$ cat config.mk
export PLATFORM = sky130hd
export DESIGN_NAME = mbus_slave
export DESIGN_NICKNAME = d
export VERILOG_FILES = /design/src/rtl/mbus_pkg.sv /design/src/rtl/strobe_sync.sv /design/src/rtl/mbus_decode.sv /design/src/rtl/mbus_regs.sv /design/src/rtl/mbus_slave.sv
export SDC_FILE = /design/constraint.sdc
export NUM_CORES = 1
export LEC_CHECK = 0
export BUFFER_PORTS_ARGS = -buffer_cell sky130_fd_sc_hd__buf_2
export CORE_ASPECT_RATIO = 1.1
export CORE_MARGIN = 2
export CORE_UTILIZATION = 29
export CTS_CLUSTER_DIAMETER = 50
export DETAILED_ROUTE_END_ITERATION = 6
export GPL_TIMING_DRIVEN = 0
export SLEW_MARGIN = 5
export SYNTH_ARGS = -nofsm -noshare
export SYNTH_HDL_FRONTEND = slang
export SYNTH_SLANG_ARGS = --single-unit
$ cat constraint.sdc
create_clock -name clk -period 3.84 [get_ports clk]
set_input_delay 0.576 -clock clk [delete_from_list [all_inputs] [get_ports clk]]
set_output_delay 0.576 -clock clk [all_outputs]
set_load 0.1 [all_outputs]
$ cat src/rtl/mbus_pkg.sv
package mbus_pkg;
  localparam int unsigned BUS_W = 16;
  typedef logic [BUS_W-1:0] word_t;

  typedef enum logic [1:0] {
    STB_ADDR = 2'd0,
    STB_WR   = 2'd1,
    STB_RD   = 2'd2
  } stb_idx_e;

  localparam int unsigned NUM_STB = 3;

  function automatic word_t bcd_version(input logic [7:0] major,
                                        input logic [3:0] minor,
                                        input logic [3:0] patch);
    return {major, minor, patch};
  endfunction
endpackage

$ cat src/rtl/strobe_sync.sv
module strobe_sync #(
  parameter int unsigned STAGES = 2
) (
  input  logic clk,
  input  logic rst_n,
  input  logic raw,
  output logic level,
  output logic rise
);
  localparam int unsigned CHAIN = STAGES + 1;

  logic [CHAIN-1:0] chain_q;

  genvar g;
  generate
    for (g = 0; g < CHAIN; g++) begin : g_stage
      if (g == 0) begin : g_first
        always_ff @(posedge clk or negedge rst_n) begin
          if (!rst_n) chain_q[0] <= 1'b0;
          else        chain_q[0] <= raw;
        end
      end else begin : g_next
        always_ff @(posedge clk or negedge rst_n) begin
          if (!rst_n) chain_q[g] <= 1'b0;
          else        chain_q[g] <= chain_q[g-1];
        end
      end
    end
  endgenerate

  assign level = chain_q[STAGES-1];
  assign rise  = chain_q[STAGES-1] & ~chain_q[STAGES];
endmodule

$ cat src/rtl/mbus_decode.sv
module mbus_decode
  import mbus_pkg::*;
#(
  parameter word_t VERSION  = 16'h0070,
  parameter word_t APP_ID0  = 16'hA5C1,
  parameter word_t APP_ID1  = 16'h0B2E,
  parameter word_t APP_ID2  = 16'h3F90,
  parameter word_t VER_ADDR = 16'h0004,
  parameter word_t GP_ADDR  = 16'h8000
) (
  input  word_t addr,
  input  word_t gp_val,
  output word_t rd_data,
  output logic  gp_sel
);
  localparam int unsigned NUM_FIXED = 4;

  word_t fixed_w [NUM_FIXED];
  assign fixed_w[0] = VERSION;
  assign fixed_w[1] = APP_ID0;
  assign fixed_w[2] = APP_ID1;
  assign fixed_w[3] = APP_ID2;

  logic [NUM_FIXED-1:0] fixed_hit;

  genvar g;
  generate
    for (g = 0; g < NUM_FIXED; g++) begin : g_fixed
      assign fixed_hit[g] = (addr == VER_ADDR + word_t'(g));
    end
  endgenerate

  assign gp_sel = (addr == GP_ADDR);

  always_comb begin
    rd_data = '0;
    for (int i = 0; i < NUM_FIXED; i++) begin
      if (fixed_hit[i]) rd_data = fixed_w[i];
    end
    if (gp_sel) rd_data = gp_val;
  end
endmodule

$ cat src/rtl/mbus_regs.sv
module mbus_regs
  import mbus_pkg::*;
(
  input  logic  clk,
  input  logic  rst_n,
  input  word_t bus_in,
  input  logic  addr_fire,
  input  logic  wr_fire,
  input  logic  gp_sel,
  output word_t addr_q,
  output word_t gp_q
);
  always_ff @(posedge clk or negedge rst_n) begin
    if (!rst_n)         addr_q <= '0;
    else if (addr_fire) addr_q <= bus_in;
  end

  always_ff @(posedge clk or negedge rst_n) begin
    if (!rst_n)                 gp_q <= '0;
    else if (wr_fire && gp_sel) gp_q <= bus_in;
  end
endmodule

$ cat src/rtl/mbus_slave.sv
module mbus_slave
  import mbus_pkg::*;
#(
  parameter int unsigned SYNC_STAGES = 2,
  parameter word_t VERSION = 16'h0070,
  parameter word_t APP_ID0 = 16'hA5C1,
  parameter word_t APP_ID1 = 16'h0B2E,
  parameter word_t APP_ID2 = 16'h3F90,
  parameter word_t GP_ADDR = 16'h8000
) (
  input  logic        clk,
  input  logic        rst_n,
  input  logic [15:0] bus_in,
  input  logic        addr_stb,
  input  logic        wr_stb,
  input  logic        rd_stb,
  output logic [15:0] bus_out,
  output logic        bus_oe
);
  logic [NUM_STB-1:0] raw_stb, stb_level, stb_rise;
  word_t addr_q, gp_q, rd_data;
  logic  gp_sel;
  logic  addr_fire, wr_fire;

  assign raw_stb[STB_ADDR] = addr_stb;
  assign raw_stb[STB_WR]   = wr_stb;
  assign raw_stb[STB_RD]   = rd_stb;

  genvar g;
  generate
    for (g = 0; g < NUM_STB; g++) begin : g_sync
      strobe_sync #(.STAGES(SYNC_STAGES)) u_sync (
        .clk  (clk),
        .rst_n(rst_n),
        .raw  (raw_stb[g]),
        .level(stb_level[g]),
        .rise (stb_rise[g])
      );
    end
  endgenerate

  assign addr_fire = stb_rise[STB_ADDR];
  assign wr_fire   = stb_rise[STB_WR];

  mbus_regs u_regs (
    .clk      (clk),
    .rst_n    (rst_n),
    .bus_in   (bus_in),
    .addr_fire(addr_fire),
    .wr_fire  (wr_fire),
    .gp_sel   (gp_sel),
    .addr_q   (addr_q),
    .gp_q     (gp_q)
  );

  mbus_decode #(
    .VERSION(VERSION), .APP_ID0(APP_ID0), .APP_ID1(APP_ID1),
    .APP_ID2(APP_ID2), .GP_ADDR(GP_ADDR)
  ) u_dec (
    .addr   (addr_q),
    .gp_val (gp_q),
    .rd_data(rd_data),
    .gp_sel (gp_sel)
  );

  assign bus_oe  = stb_level[STB_RD];
  assign bus_out = bus_oe ? rd_data : '0;
endmodule

==> metrics.yaml, run 1 <==
timing:
  setup_violations: 0
  drv_slew: 0
  min_period_over_period_pct: 86.6
  min_period_ps: 3320
  slew_headroom_pct: 41.3
  tightest_slew_ps: 868
  fin_skew_ps: 8.12
  final-hold-violation-count: 0
  rsz0062_at_grt: "no"
  fmax_mhz: 301
  final.setup.tns_ps: 0
critical_path:
  crit_fanout: 10
  cp.required_ps: 3260
  critPathLaunchType: "flop"
  worstPathArrival_ps: 2750
  critical_path_class: "flop to output port"
  crit_path_end_kind: "output port"
pwr:
  p_per_area_nw_per_um2: 418
  switching_share_pct: 25.0
  clkPwrFrac_pct: 33.6
  p_leak_uw: 0.000971
  p_seq_share_pct: 55.5
  switchingPower_uw: 219
  pwr-share-comb_pct: 10.9
  p_int_uw: 656
  peakVddDrop_mv: 0.301
  power_uw: 875
clocking:
  root_buffer: "clkbuf_8"
  clock_latency_ps: 290
  cts_tree: "done"
  cts_resized: 0
  cts_setup_buffers: 0
  clk_pin_slew_ps: 80
  clkSinkCount: 40
  cts.path.max_buffers: 2
  numCtsBuffers: 5
  hold_buffers: 0
  htreeDepth: 2
logic_synthesis:
  seq_area_frac_synth_pct: 58.4
  ys_ff_latch: 40
  synth_area_um2: 1720
  synth.avg_cell_area_um2: 13.4
  netlist_instances: 128
  ys_warn_count: 0
  synthTopCellsByArea: "dfrtp_1, mux2_2, mux2_4"
  synth_top_area_cell: "dfrtp_1"
  synth_fp_nets: 149
  yosysUniqueCellTypes: 19
  synth.top_cell.area_share_pct: 58.4
die:
  core_area_um2: 5730
  die_y_um: 84.7
  start_util_pct: 29.9
  top_level_ports: 38
  die_area_um2: 6550
  dieWidth_um: 77.3
  rows: 29
run_status:
  outcome: "finished, final reports clean"
drt:
  ant_nets: 0
  viasPerCell: 4.51
  num_vias: 1127
  drc: 0
  avgRoutedWirePerCell_um: 13.5
  firstDrtPassIters: 4
  drt-total-wl_um: 3370
  detail_route.iter0.violations: 20
cells_and_area:
  final_nets: 193
  drive_gt1_share_pct: 47.4
  area_delta_synth_final_pct: 22.1
  n_antenna_cell: 0
  nFillCells: 601
  layout.cells.non_filler: 250
global_route:
  grt_overflow_total: 0
  grt_max_degree: 41
  antenna_found_initial: 0
  grt_pass1_wl_um: 5530
  grt_use_total_pct: 10.6
  grt_pass1_vias: 1151
placed_design:
  post-place-cells: 242
  gp_congestion: 0.783
  io_buffers: 37
  dp_hpwl_um: 2510
min_path:
  hp-class: "flop to flop"
flow_run:
  max_cap_viol_count: 0
==> cell usage after synthesis <==
cell,n
dfrtp_1,40
mux2_2,22
a21oi_1,14
nor2_1,13
mux2_4,10
nand2_1,10
clkbuf_1,4
a22oi_1,2
nor2b_1,2
nor4_1,2
and3_1,1
buf_6,1
nand4b_4,1
nor3_1,1
nor3b_1,1
nor4b_4,1
nor4bb_1,1
or2_4,1
or3b_2,1
==> critical path: stages (launching register included) <==
cell and delay, ps:
dfrtp_1 470, or2_4 310, nor4b_4 520, clkbuf_1 410, nand2_1 90, a21oi_1 200
buf_2 460
==> cell type report <==
type / count / area (um2) / share of cell area [%]
plain buffers: 5 / 26.3 / 1.25
multi-input cells: 83 / 688 / 32.9
well taps: 77 / 96.3 / 4.60
clock buffers: 6 / 82.6 / 3.94
flip-flops and latches: 40 / 1000 / 47.8
repair buffers: 37 / 185 / 8.84
clock inverters: 2 / 15.0 / 0.717
==> metrics by stage <==
stage | cell area, um2 | util, % | hold slack (ps) | worst slack (ps)
after floorplan | 1720 | - | 280 | 272
after global placement | 2000 | 34.8 | 333 | 808
after detailed placement | 2000 | 34.8 | 340 | 810
after CTS | 2090 | 36.5 | 359 | 501
after global routing | 2090 | 36.5 | 371 | 403
final | 2090 | 36.5 | 354 | 516
==> power by group through the flow <==
| stage | registers (uW) | clock network, uW | logic [uW] |
|---|---|---|---|
| after floorplan | 491 | 0 | 62.3 |
| after global placement | 493 | 0 | 94.7 |
| after detailed placement | 494 | 0 | 96.1 |
| after CTS | 486 | 300 | 96.2 |
| after global routing | 492 | 323 | 104 |
| final | 486 | 294 | 95.0 |
==> cells by family after synthesis <==
logic type | count (synthesis) | synth area share (%)
AO/OA/AOI/OAI | 16 | 4.96
buffers and inverters | 5 | 1.53
flip-flops | 40 | 58.4
multiplexers | 32 | 23.2
AND/OR/NAND/NOR | 35 | 12.0
==> sequential cells by signal, indices dropped and copies added (netlist names) <==
| name | cells |
|---|---|
| u_regs.addr_q | 16 |
| u_regs.gp_q | 16 |
| g_sync.u_sync.chain_q | 5 |
| g_sync.u_sync.level | 3 |
==> worst paths after layout <==
kind / startpoint / end / slack, ps / depth (start not counted)
min in group asynchronous: rst_n / u_regs.addr_q[14] / 400 / 1
max in group asynchronous: rst_n / u_regs.gp_q[9] / 2880 / 1
setup reg to reg: u_regs.addr_q[1] / u_regs.gp_q[11] / 1640 / 5
hold reg to reg: g_sync[1].u_sync.chain_q[0] / g_sync[1].u_sync.level / 350 / 0
setup / recovery: u_regs.addr_q[1] / bus_out[11] / 520 / 6
hold / removal: g_sync[1].u_sync.chain_q[0] / g_sync[1].u_sync.level / 350 / 0
==> routing by layer <==
metal / vias up / global-route usage [%] / share of wire, %
li1: 541 / - / -
met1: 553 / 13.8 / 46
met2: 30 / 18.3 / 49
met3: 3 / 2.04 / 4.4
met4: 0 / 2.44 / 0.45
met5: - / 0 / 0
==> layout by cell type, fill, tap and decap left out <==
master	count
dfrtp_1	40
buf_2	37
mux2_2	22
a21oi_1	14
nor2_1	13
nand2_1	10
mux2_4	10
clkbuf_8	6
clkbuf_1	4
nor4_1	2
a22oi_1	2
nor2b_1	2
clkinvlp_4	2
nor3_1	1
and3_1	1
or2_4	1
nor4b_4	1
nor4bb_1	1
nor3b_1	1
or3b_2	1
nand4b_4	1
buf_6	1
Note: power is estimated with default switching activity, not from simulation.
==> inputs of run 2 (changes only) <==
--- a/config.mk
+++ b/config.mk
@@ -12,6 +12,7 @@
 export CTS_CLUSTER_DIAMETER = 50
 export DETAILED_ROUTE_END_ITERATION = 6
 export GPL_TIMING_DRIVEN = 0
+export PLACE_DENSITY_LB_ADDON = 0.1
 export SLEW_MARGIN = 5
 export SYNTH_ARGS = -nofsm -noshare
 export SYNTH_HDL_FRONTEND = slang
==> run 2 against run 1 <==
Net effect:
- routed wire length up 7.1%
- final area down 0.78%
- clock skew down 1.0 ps
- sequential share of layout area up 0.37 points
- hold slack worse by 1.3 ps
- critical path depth unchanged
- utilization down 0.28 points
- critical path type unchanged
- largest cell class unchanged
==> metrics.yaml, run 2 (synthesis results as in run 1) <==
die:
  die_y_um: 84.7  # unchanged
  dieWidth_um: 77.3  # unchanged
  die_area_um2: 6550  # unchanged
  core_area_um2: 5730  # unchanged
  rows: 29  # unchanged
  top_level_ports: 38  # unchanged
  start_util_pct: 29.9  # unchanged
critical_path:
  crit_path_top_delay_cell: "nor4b_4"  # unchanged
  crit_fanout: 10  # unchanged
  r2r_start: "u_regs.addr_q[1]"  # unchanged
  crit_path_end_kind: "output port"  # unchanged
  r2r-end: "u_regs.gp_q[15]"  # was u_regs.gp_q[11]
  path_cells: "or2_4, nor4b_4, clkbuf_1, a21oi_1, nor2_1, buf_2"  # was or2_4, nor4b_4, clkbuf_1, nand2_1, a21oi_1, buf_2
  cp_num_buf_inv: 2  # unchanged
  critPathLaunchType: "flop"  # unchanged
  cp.required_ps: 3260  # about the same
  reg2reg_depth: 5  # unchanged
  crit_family: "simple AND/OR/NAND/NOR gates"  # unchanged
  crit_path_max_incr_delay_ps: 530  # was 520 ps
  critical_path_class: "flop to output port"  # unchanged
  worstPathArrival_ps: 2800  # was 2750 ps
  rrSetupSlack_ps: 1600  # was 1640 ps
placed_design:
  dp_hpwl_um: 2680  # was 2510 um
  gp_congestion: 0.670  # was 0.783
  io_buffers: 37  # unchanged
timing:
  fmax_mhz: 296  # was 301 MHz
  setup_violations: 0  # unchanged
  drv_slew: 0  # unchanged
  min_period_ps: 3370  # was 3320 ps
  slew_headroom_pct: 41.4  # was 41.3%
  tightest_slew_ps: 879  # was 868 ps
  fin_skew_ps: 7.09  # was 8.12 ps
  final-hold-violation-count: 0  # unchanged
  final.setup.tns_ps: 0  # unchanged
  rsz0062_at_grt: "no"  # unchanged
  min_period_over_period_pct: 87.8  # was 86.6%
cells_and_area:
  nFillCells: 630  # was 601
  fin_util_pct: 36.3  # was 36.5%
  seqCellArea_um2: 1000  # unchanged
  area_delta_synth_final_pct: 21.2  # was 22.1%
  reg_top3: "u_regs.addr_q (16), u_regs.gp_q (16), g_sync.u_sync.chain_q (5)"  # unchanged
  final_common_cell: "dfrtp_1"  # unchanged
  drive_gt1_share_pct: 47.1  # was 47.4%
  layout_common_cells: "dfrtp_1, buf_2, mux2_2"  # unchanged
  final_nets: 193  # unchanged
  n_antenna_cell: 0  # unchanged
  multi_input_area_um2: 688  # unchanged
clocking:
  cts.path.max_buffers: 2  # unchanged
  cts_resized: 0  # unchanged
  cts_setup_buffers: 0  # unchanged
  cts_tree: "done"  # unchanged
  clkSinkCount: 40  # unchanged
  htreeDepth: 2  # unchanged
  hold_buffers: 0  # unchanged
  clk_pin_slew_ps: 80  # about the same
  numCtsBuffers: 5  # unchanged
  root_buffer: "clkbuf_8"  # unchanged
  clock_latency_ps: 290  # about the same
drt:
  viasPerCell: 4.50  # was 4.51
  firstDrtPassIters: 4  # unchanged
  avgRoutedWirePerCell_um: 14.5  # was 13.5 um
  drt-total-wl_um: 3610  # was 3370 um
  num_vias: 1120  # was 1127
  drc: 0  # unchanged
  detail_route.iter0.violations: 31  # was 20
  ant_nets: 0  # unchanged
pwr:
  p_leak_uw: 0.000967  # was 0.000971 uW
  p_per_area_nw_per_um2: 407  # was 418 nW/um2
  peakVddDrop_mv: 0.197  # was 0.301 mV
global_route:
  grt_overflow_total: 0  # unchanged
  grt_max_degree: 41  # unchanged
  grt_pass1_vias: 1227  # was 1151
  grt_pass1_wl_um: 6140  # was 5530 um
  antenna_found_initial: 0  # unchanged
  grt_use_total_pct: 12.2  # was 10.6%
run_status:
  outcome: "finished, final reports clean"  # unchanged
min_path:
  hold_depth: 0  # unchanged
  hold-path-endpoint: "g_sync[1].u_sync.level"  # unchanged
  hold_path_startpoint: "g_sync[1].u_sync.chain_q[0]"  # unchanged
  hp-class: "flop to flop"  # unchanged
flow_run:
  max_cap_viol_count: 0  # unchanged
run 2: cell count changes in the layout (fill, tap and decap cells not counted), sizes merged:
cell and delta:
clkbuf -1, clkinv +1, clkinvlp -1
run 2: per-layer routing:
metal | track usage [%] | share of wire (%) | wire length, um
met1 | 15.1 | 46 | 1670
met2 | 20.2 | 48 | 1710
met3 | 3.44 | 4.9 | 177
met4 | 4.38 | 1.2 | 43
met5 | 0 | 0 | 0
run 2: how the worst max path moves through the flow:
stage                                 from     endpoint  slack (ps)  cells after the start
after floorplan           u_regs.addr_q[1]  bus_out[11]         270                      5
after global placement    u_regs.addr_q[1]   bus_out[4]         750                      6
after detailed placement  u_regs.addr_q[1]   bus_out[5]         730                      6
after CTS                 u_regs.addr_q[1]   bus_out[5]         410                      6
after global routing      u_regs.addr_q[1]   bus_out[5]         240                      6
final                     u_regs.addr_q[1]   bus_out[5]         470                      6
run 2: worst reg2reg max path, cell delays in order (launching register included):
cell and delay [ps]:
dfrtp_1 480, or2_4 310, nor4b_4 530, nand4b_4 260
buf_6 240, mux2_4 300
run 2: power by group:
| part | switching [uW] | internal (uW) |
|---|---|---|
| registers | 27.9 | 459 |
| clock network | 142 | 123 |
| logic | 43.0 | 52.0 |
| total | 213 | 634 |
run 2: area by class of cell:
| type | count | share of cell area [%] |
|---|---|---|
| Sequential cell | 40 | 48.2 |
| Multi-Input combinational cell | 83 | 33.1 |
| Timing Repair Buffer | 37 | 8.91 |
| Tap cell | 77 | 4.64 |
| Clock buffer | 5 | 3.31 |
| Buffer | 5 | 1.26 |
| Clock inverter | 2 | 0.602 |
run 2: per-stage QoR:
stage | power [uW] | instances | hold WS (ps) | instance area, um2 | setup slack (ps)
detailed placement | 594 | 242 | 338 | 2000 | 729
global route | 888 | 249 | 361 | 2080 | 236
CTS | 858 | 249 | 356 | 2080 | 405
finish | 847 | 249 | 352 | 2080 | 467
floorplan | 553 | 128 | 280 | 1720 | 272
global placement | 590 | 242 | 333 | 2000 | 746
